[config.mk]
export PLATFORM = sky130hd
export DESIGN_NAME = phy_stat_regs
export DESIGN_NICKNAME = d
export VERILOG_FILES = /design/src/rtl/phy_stat_pkg.sv /design/src/rtl/phy_stat_sticky.sv /design/src/rtl/phy_stat_decode.sv /design/src/rtl/phy_stat_regs.sv
export SDC_FILE = /design/constraint.sdc
export NUM_CORES = 1
export LEC_CHECK = 0
export ABC_AREA = 1
export BUFFER_PORTS_ARGS = -buffer_cell sky130_fd_sc_hd__buf_2
export CAP_MARGIN = 15
export CORE_MARGIN = 8
export CORE_UTILIZATION = 35
export DETAILED_ROUTE_END_ITERATION = 10
export HOLD_SLACK_MARGIN = 0.05
export PLACE_DENSITY = 0.75
export SYNTH_ARGS = -nofsm -noshare
export SYNTH_HDL_FRONTEND = slang
export SYNTH_SLANG_ARGS = --single-unit
[constraint.sdc]
create_clock -name clk_i -period 1.1 [get_ports clk_i]
set_clock_uncertainty 0.1 [all_clocks]
set_input_delay 0.055 -clock clk_i [delete_from_list [all_inputs] [get_ports clk_i]]
set_output_delay 0.055 -clock clk_i [all_outputs]
set_load 0.1 [all_outputs]
[src/rtl/phy_stat_pkg.sv]
package phy_stat_pkg;

  localparam int WORD_W = 16;

  localparam int B1_FDPX_CAP = 12;
  localparam int B1_HDPX_CAP = 11;
  localparam int B1_LINK_LAT = 2;
  localparam int B1_JAB_LAT  = 1;

  localparam int B2_TX   = 13;
  localparam int B2_RX   = 12;
  localparam int B2_COL  = 11;
  localparam int B2_LINK = 10;
  localparam int B2_DPX  = 9;
  localparam int B2_POL  = 5;

  typedef struct packed {
    logic tx;
    logic rx;
    logic col;
    logic link;
    logic dpx;
    logic pol;
  } live_t;

  function automatic logic [WORD_W-1:0] pack_word1(input logic link_lat, input logic jab_lat);
    logic [WORD_W-1:0] w;
    w = '0;
    w[B1_FDPX_CAP] = 1'b1;
    w[B1_HDPX_CAP] = 1'b1;
    w[B1_LINK_LAT] = link_lat;
    w[B1_JAB_LAT]  = jab_lat;
    return w;
  endfunction

  function automatic logic [WORD_W-1:0] pack_word2(input live_t lv);
    logic [WORD_W-1:0] w;
    w = '0;
    w[B2_TX]   = lv.tx;
    w[B2_RX]   = lv.rx;
    w[B2_COL]  = lv.col;
    w[B2_LINK] = lv.link;
    w[B2_DPX]  = lv.dpx;
    w[B2_POL]  = lv.pol;
    return w;
  endfunction

endpackage

[src/rtl/phy_stat_sticky.sv]
module phy_stat_sticky #(
  parameter bit LATCH_HIGH = 1'b1
) (
  input  logic clk_i,
  input  logic rst_ni,
  input  logic ev_i,
  input  logic rearm_i,
  output logic q_o
);

  logic q_q;
  logic q_next;

  generate
    if (LATCH_HIGH) begin : g_high
      always_comb q_next = rearm_i ? ev_i : (q_q | ev_i);

      p_capture_high_r2: assert property (@(posedge clk_i) disable iff (!rst_ni)
        ev_i |=> q_o);
      p_hold_high_r8: assert property (@(posedge clk_i) disable iff (!rst_ni)
        (q_o && !rearm_i) |=> q_o);
    end else begin : g_low
      always_comb q_next = rearm_i ? ev_i : (q_q & ev_i);

      p_capture_low_r1: assert property (@(posedge clk_i) disable iff (!rst_ni)
        !ev_i |=> !q_o);
      p_hold_low_r8: assert property (@(posedge clk_i) disable iff (!rst_ni)
        (!q_o && !rearm_i) |=> !q_o);
    end
  endgenerate

  p_rearm_r6: assert property (@(posedge clk_i) disable iff (!rst_ni)
    rearm_i |=> (q_o == $past(ev_i)));

  always_ff @(posedge clk_i or negedge rst_ni) begin
    if (!rst_ni) q_q <= 1'b0;
    else         q_q <= q_next;
  end

  assign q_o = q_q;

endmodule

[src/rtl/phy_stat_decode.sv]
module phy_stat_decode #(
  parameter int          ADDR_W     = 5,
  parameter logic [ADDR_W-1:0] ADDR_WORD1 = 5'h01,
  parameter logic [ADDR_W-1:0] ADDR_WORD2 = 5'h11
) (
  input  logic              rd_i,
  input  logic [ADDR_W-1:0] addr_i,
  output logic              hit1_o,
  output logic              hit2_o,
  output logic              miss_o
);

  always_comb begin
    hit1_o = rd_i && (addr_i == ADDR_WORD1);
    hit2_o = rd_i && (addr_i == ADDR_WORD2);
    miss_o = rd_i && !hit1_o && !hit2_o;
  end

  always_comb begin
    assert ($onehot0({hit1_o, hit2_o, miss_o}));
  end

endmodule

[src/rtl/phy_stat_regs.sv]
module phy_stat_regs
  import phy_stat_pkg::*;
#(
  parameter int                ADDR_W     = 5,
  parameter logic [ADDR_W-1:0] ADDR_WORD1 = 5'h01,
  parameter logic [ADDR_W-1:0] ADDR_WORD2 = 5'h11
) (
  input  logic              clk_i,
  input  logic              rst_ni,
  input  logic              link_i,
  input  logic              jabber_i,
  input  logic              tx_act_i,
  input  logic              rx_act_i,
  input  logic              coll_i,
  input  logic              full_dpx_i,
  input  logic              pol_rev_i,
  input  logic              rd_i,
  input  logic [ADDR_W-1:0] addr_i,
  output logic [WORD_W-1:0] rdata_o
);

  localparam int NSTICKY = 2;
  localparam bit [NSTICKY-1:0] POLARITY = 2'b10;

  logic rd_word1;
  logic rd_word2;
  logic rd_unmapped;

  logic [NSTICKY-1:0] sticky_ev;
  logic [NSTICKY-1:0] sticky_q;
  logic link_lat;
  logic jab_lat;

  live_t             live;
  logic [WORD_W-1:0] word1;
  logic [WORD_W-1:0] word2;
  logic [WORD_W-1:0] rdata_q;

  phy_stat_decode #(
    .ADDR_W    (ADDR_W),
    .ADDR_WORD1(ADDR_WORD1),
    .ADDR_WORD2(ADDR_WORD2)
  ) u_decode (
    .rd_i  (rd_i),
    .addr_i(addr_i),
    .hit1_o(rd_word1),
    .hit2_o(rd_word2),
    .miss_o(rd_unmapped)
  );

  assign sticky_ev = {jabber_i, link_i};

  generate
    for (genvar i = 0; i < NSTICKY; i++) begin : g_sticky
      phy_stat_sticky #(.LATCH_HIGH(POLARITY[i])) u_bit (
        .clk_i  (clk_i),
        .rst_ni (rst_ni),
        .ev_i   (sticky_ev[i]),
        .rearm_i(rd_word1),
        .q_o    (sticky_q[i])
      );
    end
  endgenerate

  assign link_lat = sticky_q[0];
  assign jab_lat  = sticky_q[1];

  always_comb begin
    live.tx   = tx_act_i;
    live.rx   = rx_act_i;
    live.col  = coll_i;
    live.link = link_i;
    live.dpx  = full_dpx_i;
    live.pol  = pol_rev_i;
  end

  assign word1 = pack_word1(link_lat, jab_lat);
  assign word2 = pack_word2(live);

  always_ff @(posedge clk_i or negedge rst_ni) begin
    if (!rst_ni) begin
      rdata_q <= '0;
    end else if (rd_i) begin
      if (rd_word1)      rdata_q <= word1;
      else if (rd_word2) rdata_q <= word2;
      else               rdata_q <= '0;
    end
  end

  assign rdata_o = rdata_q;

  p_caps_r4: assert property (@(posedge clk_i) disable iff (!rst_ni)
    rd_word1 |=> (rdata_o[12:11] == 2'b11) && (rdata_o[15:13] == 3'b0)
                 && (rdata_o[10:3] == 8'b0) && !rdata_o[0]);

  p_live_link_r5: assert property (@(posedge clk_i) disable iff (!rst_ni)
    rd_word2 |=> (rdata_o[10] == $past(link_i)) && (rdata_o[13] == $past(tx_act_i)));

  p_unmapped_r8: assert property (@(posedge clk_i) disable iff (!rst_ni)
    rd_unmapped |=> (rdata_o == '0));

  p_hold_r9: assert property (@(posedge clk_i) disable iff (!rst_ni)
    !rd_i |=> $stable(rdata_o));

endmodule

==> results of run 1 <==
## cell families (layout without fill, tap and decap cells)
kind of cell	Yosys count	count (layout)	share of synthesized area
buffers and inverters	16	45	0.1671
flip-flops	10	10	0.4640
other	1	8	0.006954
AND/OR/NAND/NOR	38	38	0.3619
## repair_timing
action | in CTS | in global routing
buffers inserted | 0 | 0
hold buffers | 13 | 0
resized for setup | 0 | 3
setup endpoints to repair | 0 | 3
endpoints found under the hold margin | 20 | 0
## how the worst min path moves through the flow
stage,startpoint,end,slack [ps],cells after the start
floorplan,rst_ni,g_sticky[0].u_bit.q_o,-340,0
finish,addr_i[0],rdata_o[11],60,5
global route,addr_i[0],rdata_o[12],100,5
global placement,rst_ni,g_sticky[1].u_bit.q_o,-180,1
CTS,addr_i[0],rdata_o[11],60,5
detailed placement,rst_ni,g_sticky[1].u_bit.q_o,-170,1
## final cells by class
cell class / instances / area share
multi-input cells: 46 / 0.2452
repair buffers: 34 / 0.3896
well taps: 16 / 0.02180
inverters: 8 / 0.03542
clock buffers: 3 / 0.02452
flip-flops and latches: 10 / 0.2834
## per-stage QoR
stage	hold slack, ps	total power [uW]	instances	setup WS (ps)
global route	98.73	947.1	117	62.25
detailed placement	-174.2	644.4	102	234.9
finish	63.90	914.3	117	84.17
floorplan	-340.6	597.1	72	88.28
global placement	-178.5	640.6	102	264.0
CTS	63.20	916.0	118	51.16
## flip-flops by register name (all words and copies together) (netlist names)
| name | count |
|---|---|
| g_sticky.u_bit.q_o | 2 |
| rdata_o | 8 |
## layout by cell type (no fill, tap or decap), drive strengths merged
cell | synthesis | final
nand2 | 23 | 23
inv | 8 | 8
nand4 | 2 | 2
buf | 8 | 21
dlymetal6s4s | 0 | 1
clkbuf | 0 | 3
conb | 1 | 8
nand3 | 9 | 9
nor2 | 4 | 4
dlygate4sd3 | 0 | 12
dfrtp | 10 | 10
## where the power goes
group          leakage [uW]  switching, uW  internal (uW)  total (uW)
Combinational      0.000377            215           78.9         294
Clock             0.0000138            114            126         240
Sequential         0.000121           6.32            375         381
Total              0.000512            335            579         914
## layer usage
| metal | vias up | routed length [um] | track usage |
|---|---|---|---|
| met5 | - | 0 | 0 |
| met4 | 0 | 23 | 0.05282 |
| met3 | 3 | 142 | 0.04795 |
| met2 | 23 | 788 | 0.1715 |
| met1 | 243 | 561 | 0.1012 |
| li1 | 258 | - | - |
==> results.ini, run 1 <==
[timing]
period_minus_slack_ps=1016
tns_ps=0
setup_viol=0
maxSlewViolCount=0
rsz0062_at_grt=false
clock.fmax_mhz=984.4
period_share=0.9235
final_hold_viol_count=0

[critical_path]
worstPathArrival_ps=860
rr_startpoint=g_sticky[0].u_bit.q_o
cp_top_family=flip-flops
path_cells=buf_12
worstSetupStartpoint=rdata_o[5]
crit_required_ps=940
worstSetupPathType=register to output pin
max_stage_delay_ps=430
reg2reg_depth=4
regToRegSetupSlack_ps=310
crit_end=rdata_o[5]
endpoint_kind=output pin
slowest_stage=dfrtp_2
critPathLaunchType=register
r2r-end=g_sticky[0].u_bit.q_o
worstSetupPathDepth=1
path_buf_inv=1
worstPathMaxFanout=2

[placement]
place_congestion=0.7968
dpl_cell_area_sq_um=765.7
hpwl_um=1113
port-buffer-count=22

[synthesis]
ys_ff_latch=10
yosys_warnings=0
synthCells=65
synth_cell_types=13
synth_flop_cell=dfrtp_1
synth_edf_count=0
syn-cell-area_sq_um=539.3
yosys-top-cells-count=20 x nand2_1, 10 x dfrtp_1, 9 x nand3_1
ys_seq_area_frac=0.4640
synthArstFlopShare=1.000
synth_area_leaders=dfrtp_1 46%, nand2_1 14%, buf_4 11%
synth.most_common_cell=nand2_1
synth_top_area_frac=0.4640
yosysTopAreaCell=dfrtp_1
syn_area_per_cell_sq_um=8.296

[finish]
drive_above_1_share=0.3960
utilization=0.6242
final_area_sq_um=918.4
multi_input_area_sq_um=225.2
nFillCells=129
antenna_cells=0
area_growth_pct=70.30
nets=118
register_area_sq_um=260.3

[cts]
clockBufferDepth=2
cts_sinks=10
cts_tree=built
ctsRootBufferMaster=clkbuf_4
worstSkewPairLatency_ps=260
htree_levels=1
cts_buffers=3
clkSlewWorstSetupHoldPaths_ps=60

[pwr]
power.density_nw_per_um2=995.5
p_leak_uw=0.0005120
ir_worst_vdd_v=0.0004944

[detailed_routing]
avgViaCountPerCell=4.504
vias=527
drt_iter0_drc=17
drt-total-wl_um=1516
drc=0
wl_per_cell_um=12.96
antenna_left=0
drt_first_pass_iters=4

[global_routing]
grt_usage=0.1017
overflow=0
grt_first_pass_wirelength_um=2608
grt_max_degree=11
antenna_found_initial=0
first_global_vias=573

[run]
maxCapViolCount=0

[die]
fp-row-count=14
top_level_ports=31
die_y_um=55.25
core_sq_um=1471
die_x_um=55.25
initial_core_util=0.3665
dieArea_sq_um=3053

[min_path]
min_path_type=input pin to register

[run_status]
status=finished, final reports clean

Power figures use the tool's default switching activity.
==> inputs of run 2 (changes only) <==
Settings changed: PLACE_DENSITY 0.75 to 0.76, SETUP_SLACK_MARGIN set to 0.4, SYNTH_HIERARCHICAL set to 1.
==> run 2 against run 1 <==
Against the previous run: the run now ends with negative hold slack, negative setup slack left; non-clock buffer count down 6; wire length decreased by 14%; maximum frequency down 7.9%; final area fell by 6.1%; sequential share of layout area rose by 4.2 points; critical endpoint is now rdata_o[13]; highest routed layer unchanged.
==> results.ini, run 2 <==
[timing]
maxSlewViolCount=0
final_hold_viol_count=7
whs_ps=-137.3
setup_ws_ps=-3.213
rsz0062_at_grt=true
setup_viol=2
clock.fmax_mhz=906.4
period_minus_slack_ps=1103
period_share=1.003

[synthesis]
syn-cell-area_sq_um=500.5
syn_area_per_cell_sq_um=7.583
yosys_warnings=6
synthCells=66

[die]
die_x_um=53.82
die_y_um=53.82
top_level_ports=31
core_sq_um=1318
fp-row-count=13
initial_core_util=0.3799
dieArea_sq_um=2896

[critical_path]
worstPathArrival_ps=950
path_cells=buf_12
regToRegSetupSlack_ps=180
endpoint_kind=output pin
worstPathMaxFanout=2
cp_top_family=flip-flops
crit_required_ps=940
rr_startpoint=rdata_o[2]
crit_end=rdata_o[13]
r2r-end=rdata_o[2]
reg2reg_depth=3
slowest_stage=dfrtp_4
worstSetupPathType=register to output pin
max_stage_delay_ps=500
path_buf_inv=1
worstSetupStartpoint=rdata_o[13]
worstSetupPathDepth=1
critPathLaunchType=register

[cts]
ctsRootBufferMaster=clkbuf_4
clkSlewWorstSetupHoldPaths_ps=70
postCtsHoldBufs=1
cts_buffers=3
htree_levels=1
clockBufferDepth=2
worstSkewPairLatency_ps=270
cts_sinks=10
cts_tree=built

[finish]
antenna_cells=0
area_growth_pct=72.25
drive_above_1_share=0.4742
final_cell_mix=23 x nand2_1, 12 x buf_2, 8 x conb_1, 8 x buf_12, 8 x dfrtp_4
register_area_sq_um=280.3
nFillCells=112
multi_input_area_sq_um=202.7
nets=113
largest_reg_flops=8
final_area_sq_um=862.1
mostFrequentLayoutCell=nand2_1

[global_routing]
overflow=0
grt_max_degree=11
grt_usage=0.09010
grt_first_pass_wirelength_um=1869
antenna_found_initial=0
first_global_vias=455

[min_path]
min_path_type=input pin to register

[pwr]
power.density_nw_per_um2=1095
p_int_uw=622.9
finalPower_uw=943.6
pwr-share-seq=0.399
combPwrFrac=0.241
ir_worst_vdd_v=0.0006513
p_sw_uw=320.7
switching_share=0.3399
clkPwrFrac=0.360
p_leak_uw=0.0004359

[detailed_routing]
drt_iter0_drc=4
avgViaCountPerCell=4.214
drc=0
antenna_left=0
wl_per_cell_um=11.65
drt-total-wl_um=1305
vias=472
drt_first_pass_iters=3

[run_status]
status=complete, but fails checks
violations=negative hold slack, negative setup slack

[run]
maxCapViolCount=0

[placement]
dpl_cell_area_sq_um=770.7
hpwl_um=1010
port-buffer-count=22
place_congestion=0.8225

run 2: per-layer routing:
metal / global-route usage / vias up / wire [um]
met5: 0 / - / 0
met4: 0.07563 / 0 / 39
met3: 0.03581 / 5 / 135
met2: 0.1351 / 25 / 572
met1: 0.09760 / 198 / 557
li1: - / 244 / -
run 2: stage by stage:
stage | setup WS (ps) | util | std cells | setup TNS (ps)
floorplan | 136.4 | - | 73 | 0
global placement | 136.1 | 0.5850 | 105 | 0
detailed placement | 100.1 | 0.5850 | 105 | 0
CTS | 1.149 | 0.6201 | 110 | 0
global route | -21.64 | 0.6543 | 112 | -122.5
finish | -3.213 | 0.6543 | 112 | -6.324
run 2: worst min-delay path: cells and delay by family:
kind                   cells  cell delay, ps
AND/OR/NAND/NOR            1              40
buffers and inverters      2             110
run 2: power groups by stage:
stage	logic [uW]	registers (uW)	clock network (uW)
after floorplan	158	405	0
after global placement	212	384	0
after detailed placement	213	385	0
after CTS	216	376	342
after global routing	238	377	365
final	227	376	340
run 2: worst min path at each step:
stage / startpoint / endpoint / depth (start not counted)
6_report: jabber_i / g_sticky[1].u_bit/q_o / 3
5_1_grt: jabber_i / g_sticky[1].u_bit/q_o / 3
4_1_cts: jabber_i / g_sticky[1].u_bit/q_o / 3
3_5_place_dp: rst_ni / rdata_o[13] / 1
3_3_place_gp: rst_ni / rdata_o[12] / 1
2_1_floorplan: rst_ni / g_sticky[0].u_bit/q_o / 0
run 2: layout make-up:
type	instances	share of cell area
repair buffers	28	0.3454
flip-flops and latches	10	0.3251
inverters	7	0.03048
clock buffers	4	0.04209
multi-input cells	48	0.2351
well taps	15	0.02177
run 2: repair_timing:
item | 4_1_cts | 5_1_grt
pin swaps | 1 | 4
resized for setup | 0 | 10
buffers inserted | 0 | 2
endpoints found under the hold margin | 18 | 8
endpoints found under the setup margin | 17 | 18
